$ cat src/rtl/pgwalk_pkg.sv
package pgwalk_pkg;
   localparam int VA_BITS    = 32;
   localparam int PAGE_SHIFT = 12;
   localparam int IDX_BITS   = 10;
   localparam int ASID_W     = 7;
   localparam int ENT_RD     = 31;
   localparam int ENT_WR     = 30;
   localparam int ENT_NS     = 29;
   localparam int ENT_NEXT   = 28;
   localparam int GRP_EN     = 31;

   typedef enum logic [1:0] {
      WS_IDLE = 2'd0,
      WS_DIR  = 2'd1,
      WS_TBL  = 2'd2,
      WS_RESP = 2'd3
   } walk_state_t;

   function automatic logic leaf_fault(input logic [31:0] ent, input logic is_wr);
      logic rd_ok, wr_ok;
      rd_ok = ent[ENT_RD];
      wr_ok = ent[ENT_WR];
      return !(rd_ok || wr_ok) || (is_wr && !wr_ok) || (!is_wr && !rd_ok);
   endfunction
endpackage

$ cat src/rtl/pgwalk_base_bank.sv
module pgwalk_base_bank
   import pgwalk_pkg::*;
#(
   parameter int NUM_ASID = 128,
   parameter int PFN_W    = 20
)(
   input  logic              clk,
   input  logic              rst_n,
   input  logic              sel_we,
   input  logic              data_we,
   input  logic [31:0]       wdata,
   input  logic [ASID_W-1:0] rd_asid,
   output logic [PFN_W-1:0]  rd_pfn,
   output logic              rd_ok
);
   logic [ASID_W-1:0] sel_q;
   logic [PFN_W-1:0]  pfn_q [NUM_ASID];
   logic [NUM_ASID-1:0] ok_q;
   logic wdata_unused;

   assign wdata_unused = ^wdata;

   always_ff @(posedge clk or negedge rst_n) begin
      if (!rst_n) begin
         sel_q <= '0;
      end else if (sel_we) begin
         sel_q <= wdata[ASID_W-1:0];
      end
   end

   always_ff @(posedge clk or negedge rst_n) begin
      if (!rst_n) begin
         ok_q <= '0;
         for (int i = 0; i < NUM_ASID; i++) pfn_q[i] <= '0;
      end else if (data_we) begin
         for (int i = 0; i < NUM_ASID; i++) begin
            if (sel_q == ASID_W'(i)) begin
               pfn_q[i] <= wdata[PFN_W-1:0];
               ok_q[i]  <= wdata[ENT_RD];
            end
         end
      end
   end

   always_comb begin
      rd_pfn = '0;
      rd_ok  = 1'b0;
      for (int i = 0; i < NUM_ASID; i++) begin
         if (rd_asid == ASID_W'(i)) begin
            rd_pfn = pfn_q[i];
            rd_ok  = ok_q[i];
         end
      end
   end
endmodule

$ cat src/rtl/pgwalk_grp_regs.sv
module pgwalk_grp_regs
   import pgwalk_pkg::*;
#(
   parameter int NUM_GROUPS = 4,
   localparam int GRP_W = (NUM_GROUPS > 1) ? $clog2(NUM_GROUPS) : 1
)(
   input  logic                  clk,
   input  logic                  rst_n,
   input  logic [NUM_GROUPS-1:0] we,
   input  logic [31:0]           wdata,
   input  logic [GRP_W-1:0]      rd_grp,
   output logic                  rd_en,
   output logic [ASID_W-1:0]     rd_asid
);
   logic [NUM_GROUPS-1:0]             en_vec;
   logic [NUM_GROUPS-1:0][ASID_W-1:0] asid_vec;
   logic wdata_unused;

   assign wdata_unused = ^wdata;

   for (genvar g = 0; g < NUM_GROUPS; g++) begin : g_grp
      logic              en_q;
      logic [ASID_W-1:0] asid_q;

      always_ff @(posedge clk or negedge rst_n) begin
         if (!rst_n) begin
            en_q   <= 1'b0;
            asid_q <= '0;
         end else if (we[g]) begin
            en_q   <= wdata[GRP_EN];
            asid_q <= wdata[ASID_W-1:0];
         end
      end

      assign en_vec[g]   = en_q;
      assign asid_vec[g] = asid_q;
   end

   always_comb begin
      rd_en   = 1'b0;
      rd_asid = '0;
      for (int g = 0; g < NUM_GROUPS; g++) begin
         if (rd_grp == GRP_W'(g)) begin
            rd_en   = en_vec[g];
            rd_asid = asid_vec[g];
         end
      end
   end
endmodule

$ cat src/rtl/pgwalk_walker.sv
module pgwalk_walker
   import pgwalk_pkg::*;
#(
   parameter int PA_BITS = 32,
   localparam int PFN_W = PA_BITS - PAGE_SHIFT
)(
   input  logic               clk,
   input  logic               rst_n,
   input  logic               req_valid,
   output logic               req_ready,
   input  logic [31:0]        req_va,
   input  logic               req_write,
   input  logic               xl_en,
   input  logic               base_ok,
   input  logic [PFN_W-1:0]   base_pfn,
   output logic               mem_req_valid,
   output logic [PA_BITS-1:0] mem_req_addr,
   input  logic               mem_rsp_valid,
   input  logic [31:0]        mem_rsp_data,
   output logic               rsp_valid,
   output logic               rsp_fault,
   output logic [PA_BITS-1:0] rsp_pa,
   output logic [2:0]         rsp_attr
);
   walk_state_t        state_q;
   logic [31:0]        va_q;
   logic               wr_q;
   logic [PFN_W-1:0]   frame_q;
   logic               fault_q;
   logic [PA_BITS-1:0] pa_q;
   logic [2:0]         attr_q;
   logic [PA_BITS-1:0] bypass_pa;
   logic [IDX_BITS-1:0] cur_idx;
   logic               accept;
   logic               data_unused;

   assign data_unused = ^mem_rsp_data;

   if (PA_BITS > VA_BITS) begin : g_zext
      assign bypass_pa = {{(PA_BITS-VA_BITS){1'b0}}, req_va};
   end else begin : g_trunc
      assign bypass_pa = req_va[PA_BITS-1:0];
   end

   assign accept        = req_valid && (state_q == WS_IDLE);
   assign req_ready     = (state_q == WS_IDLE);
   assign mem_req_valid = (state_q == WS_DIR) || (state_q == WS_TBL);
   assign cur_idx       = (state_q == WS_DIR) ? va_q[31:22] : va_q[21:12];
   assign mem_req_addr  = {frame_q, cur_idx, 2'b00};
   assign rsp_valid     = (state_q == WS_RESP);
   assign rsp_fault     = fault_q;
   assign rsp_pa        = pa_q;
   assign rsp_attr      = attr_q;

   always_ff @(posedge clk or negedge rst_n) begin
      if (!rst_n) begin
         state_q <= WS_IDLE;
         va_q    <= '0;
         wr_q    <= 1'b0;
         frame_q <= '0;
         fault_q <= 1'b0;
         pa_q    <= '0;
         attr_q  <= '0;
      end else begin
         case (state_q)
            WS_IDLE: begin
               if (accept) begin
                  va_q    <= req_va;
                  wr_q    <= req_write;
                  fault_q <= 1'b0;
                  pa_q    <= '0;
                  attr_q  <= '0;
                  if (!xl_en) begin
                     pa_q    <= bypass_pa;
                     state_q <= WS_RESP;
                  end else if (!base_ok) begin
                     fault_q <= 1'b1;
                     state_q <= WS_RESP;
                  end else begin
                     frame_q <= base_pfn;
                     state_q <= WS_DIR;
                  end
               end
            end
            WS_DIR: begin
               if (mem_rsp_valid) begin
                  if (!mem_rsp_data[ENT_NEXT]) begin
                     fault_q <= 1'b1;
                     state_q <= WS_RESP;
                  end else begin
                     frame_q <= mem_rsp_data[PFN_W-1:0];
                     state_q <= WS_TBL;
                  end
               end
            end
            WS_TBL: begin
               if (mem_rsp_valid) begin
                  if (leaf_fault(mem_rsp_data, wr_q)) begin
                     fault_q <= 1'b1;
                  end else begin
                     pa_q   <= {mem_rsp_data[PFN_W-1:0], va_q[PAGE_SHIFT-1:0]};
                     attr_q <= mem_rsp_data[ENT_RD:ENT_NS];
                  end
                  state_q <= WS_RESP;
               end
            end
            default: state_q <= WS_IDLE;
         endcase
      end
   end


   busy_no_ready_chk: assert property (@(posedge clk) disable iff (!rst_n)
      mem_req_valid |-> !req_ready);

   rsp_pulse_chk: assert property (@(posedge clk) disable iff (!rst_n)
      rsp_valid |=> (!rsp_valid && req_ready));

   fault_zero_chk: assert property (@(posedge clk) disable iff (!rst_n)
      (rsp_valid && rsp_fault) |-> (rsp_pa == '0 && rsp_attr == 3'b000));

   mem_hold_chk: assert property (@(posedge clk) disable iff (!rst_n)
      (mem_req_valid && !mem_rsp_valid) |=> (mem_req_valid && $stable(mem_req_addr)));

   word_align_chk: assert property (@(posedge clk) disable iff (!rst_n)
      mem_req_valid |-> (mem_req_addr[1:0] == 2'b00));

   bypass_next_chk: assert property (@(posedge clk) disable iff (!rst_n)
      (req_valid && req_ready && !xl_en) |=> (rsp_valid && !rsp_fault));
endmodule

$ cat src/rtl/pgwalk_top.sv
module pgwalk_top
   import pgwalk_pkg::*;
#(
   parameter int PA_BITS    = 32,
   parameter int NUM_ASID   = 128,
   parameter int NUM_GROUPS = 4,
   localparam int PFN_W  = PA_BITS - PAGE_SHIFT,
   localparam int CFG_AW = $clog2(NUM_GROUPS + 2),
   localparam int GRP_W  = (NUM_GROUPS > 1) ? $clog2(NUM_GROUPS) : 1
)(
   input  logic               clk,
   input  logic               rst_n,
   input  logic               cfg_we,
   input  logic [CFG_AW-1:0]  cfg_addr,
   input  logic [31:0]        cfg_wdata,
   input  logic               req_valid,
   output logic               req_ready,
   input  logic [GRP_W-1:0]   req_grp,
   input  logic [31:0]        req_va,
   input  logic               req_write,
   output logic               rsp_valid,
   output logic               rsp_fault,
   output logic [PA_BITS-1:0] rsp_pa,
   output logic [2:0]         rsp_attr,
   output logic               mem_req_valid,
   output logic [PA_BITS-1:0] mem_req_addr,
   input  logic               mem_rsp_valid,
   input  logic [31:0]        mem_rsp_data
);
   if (PA_BITS < 24 || PA_BITS > 40) begin : g_bad_pa
      $error("pgwalk_top: PA_BITS must lie in 24..40 so the frame stays below the flag bits");
   end
   if (NUM_ASID < 1 || NUM_ASID > (1 << ASID_W)) begin : g_bad_asid
      $error("pgwalk_top: NUM_ASID out of range");
   end
   if (NUM_GROUPS < 1) begin : g_bad_grp
      $error("pgwalk_top: NUM_GROUPS must be at least 1");
   end

   logic                  sel_we, data_we;
   logic [NUM_GROUPS-1:0] grp_we;
   logic                  grp_en;
   logic [ASID_W-1:0]     grp_asid;
   logic [PFN_W-1:0]      base_pfn;
   logic                  base_ok;

   assign sel_we  = cfg_we && (cfg_addr == CFG_AW'(0));
   assign data_we = cfg_we && (cfg_addr == CFG_AW'(1));

   for (genvar g = 0; g < NUM_GROUPS; g++) begin : g_dec
      assign grp_we[g] = cfg_we && (cfg_addr == CFG_AW'(g + 2));
   end

   pgwalk_grp_regs #(.NUM_GROUPS(NUM_GROUPS)) u_grp (
      .clk     (clk),
      .rst_n   (rst_n),
      .we      (grp_we),
      .wdata   (cfg_wdata),
      .rd_grp  (req_grp),
      .rd_en   (grp_en),
      .rd_asid (grp_asid)
   );

   pgwalk_base_bank #(.NUM_ASID(NUM_ASID), .PFN_W(PFN_W)) u_bank (
      .clk     (clk),
      .rst_n   (rst_n),
      .sel_we  (sel_we),
      .data_we (data_we),
      .wdata   (cfg_wdata),
      .rd_asid (grp_asid),
      .rd_pfn  (base_pfn),
      .rd_ok   (base_ok)
   );

   pgwalk_walker #(.PA_BITS(PA_BITS)) u_walk (
      .clk           (clk),
      .rst_n         (rst_n),
      .req_valid     (req_valid),
      .req_ready     (req_ready),
      .req_va        (req_va),
      .req_write     (req_write),
      .xl_en         (grp_en),
      .base_ok       (base_ok),
      .base_pfn      (base_pfn),
      .mem_req_valid (mem_req_valid),
      .mem_req_addr  (mem_req_addr),
      .mem_rsp_valid (mem_rsp_valid),
      .mem_rsp_data  (mem_rsp_data),
      .rsp_valid     (rsp_valid),
      .rsp_fault     (rsp_fault),
      .rsp_pa        (rsp_pa),
      .rsp_attr      (rsp_attr)
   );


   idle_after_reset_chk: assert property (@(posedge clk) disable iff (!rst_n)
      $rose(rst_n) |-> (req_ready && !rsp_valid && !mem_req_valid));
endmodule

$ cat config.mk
export PLATFORM = sky130hd
export DESIGN_NAME = pgwalk_top
export DESIGN_NICKNAME = d
export VERILOG_FILES = /design/src/rtl/pgwalk_pkg.sv /design/src/rtl/pgwalk_base_bank.sv /design/src/rtl/pgwalk_grp_regs.sv /design/src/rtl/pgwalk_walker.sv /design/src/rtl/pgwalk_top.sv
export SDC_FILE = /design/constraint.sdc
export NUM_CORES = 2
export LEC_CHECK = 0
export BUFFER_PORTS_ARGS = -buffer_cell sky130_fd_sc_hd__buf_2
export CORE_MARGIN = 2
export CORE_UTILIZATION = 65
export CTS_BUF_LIST = sky130_fd_sc_hd__clkbuf_4 sky130_fd_sc_hd__clkbuf_8
export DETAILED_ROUTE_END_ITERATION = 6
export PLACE_DENSITY = 0.86
export SLEW_MARGIN = 20
export SYNTH_ARGS = -nofsm -noshare
export SYNTH_HDL_FRONTEND = slang
export SYNTH_SLANG_ARGS = --single-unit
$ cat constraint.sdc
create_clock -name clk -period 4.96 [get_ports clk]
set_input_delay 0.248 -clock clk [delete_from_list [all_inputs] [get_ports clk]]
set_output_delay 0.248 -clock clk [all_outputs]
set_load 0.05 [all_outputs]
==> flow_summary.ini <==
[logic_synthesis]
async_flop_share_pct = 100.0
ys_ff_latch = 2818
syn_inst = 10440
ys_warn_count = 0
avgSynthCellArea_um2 = 12.42
synth-seq-area-share_pct = 54.35
synthDistinctLibCells = 91
ys_dominant_reg_cell = dfrtp_1
synth_area_um2 = 129700
synth-edff-count = 0

[clock_network]
clock_path_buffers = 4
h-tree-depth = 5
clock_latency_ns = 1.21
cts_num_sinks = 2818
cts-root-buf = clkbuf_8
cts_tree = built
clkTransAtPathRegs_ns = 0.06
cts_buffers = 458

[layout]
areaGrowthSynthToFinish_pct = 17.00
drive_gt1_share_pct = 44.12
layout.nets = 11420

[route]
antenna_left = 0
dr.pass1.iters = 7
highest_layer = met5
m1WireLength_um = 187500
via_per_inst = 7.538
wire_per_inst_um = 38.80
drt_wl_total_um = 556300
wl_met2_um = 226400
drc_errors = 28
num_vias = 108100
dr.first_iter.drc_count = 17560
wl_met3_um = 83670

[global_routing]
grt_antenna_before_repair = 67
grt_remaining_overflow = 0
grt_max_degree = 175
track_usage_pct = 54.00
grt_pass1_vias = 106900
grt_pass1_wl_um = 782300

[floorplan]
start_util_pct = 65.59
die_h_um = 450.8
die-area_um2 = 203200
io-pin-count = 178
dieWidth_um = 450.8
num_rows = 163
core_um2 = 197800

[place]
gp_congestion = 1.063
place_ws_ns = -0.4291
hpwl_um = 375100
io_buffers = 156

[sta]
holdWs_ns = 0.03979
hold_viol_final = 0
relSlewSlack_pct = 10.60
finalSetupViolCount = 21
fmax_mhz = 194.1
maxSlewViolCount = 0
finalCritPeriodShare_pct = 103.9
setup_tns_ns = -2.630
finalClockSkew_ns = 0.1204
setup_ws_ns = -0.1922
min_period_ns = 5.152
max_slew.worst_pin.slew_ns = 1.329

[power_and_ir_drop]
peakVddDrop_v = 0.0003631
powerDensity_nw_per_um2 = 432.0
power.leakage_nw = 74.53

[worst_setup_path]
arrival_ns = 6.15
startpoint_type = register
crit_fanout = 18
reg2reg_slack_ns = -0.19
worstSetupPathType = reg2reg
required_ns = 5.96
endpoint_kind = register

[run]
maxCapViolations = 0

[outcome]
violations = DRC, setup timing
status = finished with violations

[worst_hold_path]
hold_class = in2reg
[path summary, 6_finish.rpt]
kind	cells after the start	end	from
max	13	u_walk.frame_q[11]$_DFFE_PN0P_	u_grp.g_grp[2].asid_q[0]$_DFFE_PN0P_
min	4	u_walk.rsp_attr[0]$_DFFE_PN0P_	mem_rsp_data[29]
max reg2reg	13	u_walk.frame_q[11]$_DFFE_PN0P_	u_grp.g_grp[2].asid_q[0]$_DFFE_PN0P_
min reg2reg	1	u_bank.pfn_q[3]$_DFFE_PN0P_	u_bank.pfn_q[3]$_DFFE_PN0P_
max in group asynchronous	5	u_bank.pfn_q[1044]$_DFFE_PN0P_	rst_n
min in group asynchronous	4	u_bank.pfn_q[2135]$_DFFE_PN0P_	rst_n
[power breakdown]
part / internal (mW) / switching, mW
combinational: 5.96 / 13.1
sequential: 24.2 / 0.932
clock: 11.8 / 9.54
total: 42.0 / 23.6
[kinds of logic after synthesis]
family                     share of synthesized area (%)
AOI/OAI and AO/OA                                  11.44
adders and majority gates                        0.03857
buffers and inverters                              3.293
other                                           0.002890
muxes                                              25.38
and+or+nand+nor                                    5.503
DFF                                                54.35
[per-stage QoR]
step | std cells | utilization, % | power, mW | instance area [µm²]
global placement | 13330 | 70.85 | 42.39 | 140200
floorplan | 10440 | - | 32.93 | 129800
CTS | 14260 | 76.45 | 63.73 | 151200
finish | 14340 | 76.74 | 65.57 | 151800
detailed placement | 13330 | 70.86 | 42.71 | 140200
global route | 14290 | 76.67 | 66.33 | 151700
[flip-flops by register name, summed over array words and instances, names as in the netlist, 2 cells and up]
register	flops
u_walk.state_q	2
u_grp.g_grp.en_q	4
u_bank.ok_q	128
u_walk.rsp_pa	32
u_walk.rsp_attr	3
u_bank.sel_q	7
u_walk.frame_q	20
u_bank.pfn_q	2560
u_grp.g_grp.asid_q	28
u_walk.va_q	32
[area by class of cell]
cell class,count,area (µm²)
tap,2640,3303
clock buffer,747,9268
clock inverter,46,299.0
sequential,2818,70520
timing repair buffer,1426,12350
antenna,56,140.1
inverter,23,86.33
multi-input combinational,6580,55830
fill,12060,46020
[routing by layer]
| layer | vias to the layer above | GRT usage, % |
|---|---|---|
| li1 | 40640 | - |
| met1 | 54560 | 65.51 |
| met2 | 9818 | 74.50 |
| met3 | 3008 | 23.81 |
| met4 | 50 | 43.39 |
| met5 | - | 1.373 |
[repair_timing]
item,in CTS,in global routing
hold buffers,138,0
pin swaps,1,9
hold endpoints to repair,2387,0
gates resized for setup,14,49
endpoints found under the setup margin,8,19
setup buffers,2,16
cloned,0,1
[Yosys cell counts, types with 64 or more instances]
library cell | number | share of area (%)
a21oi_1 | 369 | 1.4
a221oi_1 | 91 | 0.61
a22oi_1 | 231 | 1.3
a31oi_1 | 64 | 0.31
buf_1 | 195 | 0.56
buf_2 | 124 | 0.48
clkbuf_1 | 674 | 1.9
dfrtp_1 | 2818 | 54
mux2_2 | 2828 | 25
mux2i_1 | 82 | 0.63
nand2_1 | 469 | 1.4
nand3_1 | 114 | 0.44
nor2_1 | 472 | 1.4
nor3_1 | 95 | 0.37
o21ai_0 | 289 | 1.1
o22ai_1 | 372 | 1.8
[worst max-delay path, cell delays in order (launching register included)]
cell and delay [ns]:
dfrtp_2 0.48, mux4_4 0.51, buf_12 0.19, buf_12 0.11, nor2_2 0.08, o21ai_1 0.91
buf_4 0.35, nand2_1 0.06, o311ai_0 0.56, nand3_1 0.48, o2111ai_1 0.52, a221oi_4 0.14
buf_12 0.22, mux2_1 0.34
[layout by cell type, fill, tap and decap left out, types with 41 or more instances in the layout]
| cell | Yosys | layout |
|---|---|---|
| nor2_1 | 472 | 398 |
| diode_2 | 0 | 56 |
| mux2i_1 | 82 | 80 |
| mux2_2 | 2828 | 2827 |
| clkbuf_4 | 0 | 162 |
| o211ai_1 | 53 | 53 |
| a222oi_1 | 58 | 58 |
| nor3_1 | 95 | 92 |
| nor2_2 | 3 | 68 |
| buf_4 | 12 | 1021 |
| a22oi_1 | 231 | 231 |
| nor4_1 | 59 | 55 |
| o22ai_1 | 372 | 370 |
| a211oi_1 | 63 | 60 |
| and3_1 | 41 | 41 |
| o22a_1 | 56 | 56 |
| o221ai_1 | 62 | 62 |
| o21ai_0 | 289 | 286 |
| a221oi_1 | 91 | 84 |
| buf_2 | 124 | 135 |
| a21oi_1 | 369 | 365 |
| nand2_1 | 469 | 460 |
| clkbuf_8 | 0 | 585 |
| buf_12 | 0 | 126 |
| a31oi_1 | 64 | 64 |
| dlygate4sd3_1 | 0 | 137 |
| dfrtp_1 | 2818 | 2814 |
| nand3_1 | 114 | 114 |
| a22o_1 | 50 | 50 |
Note: power is estimated with default switching activity, not from simulation.
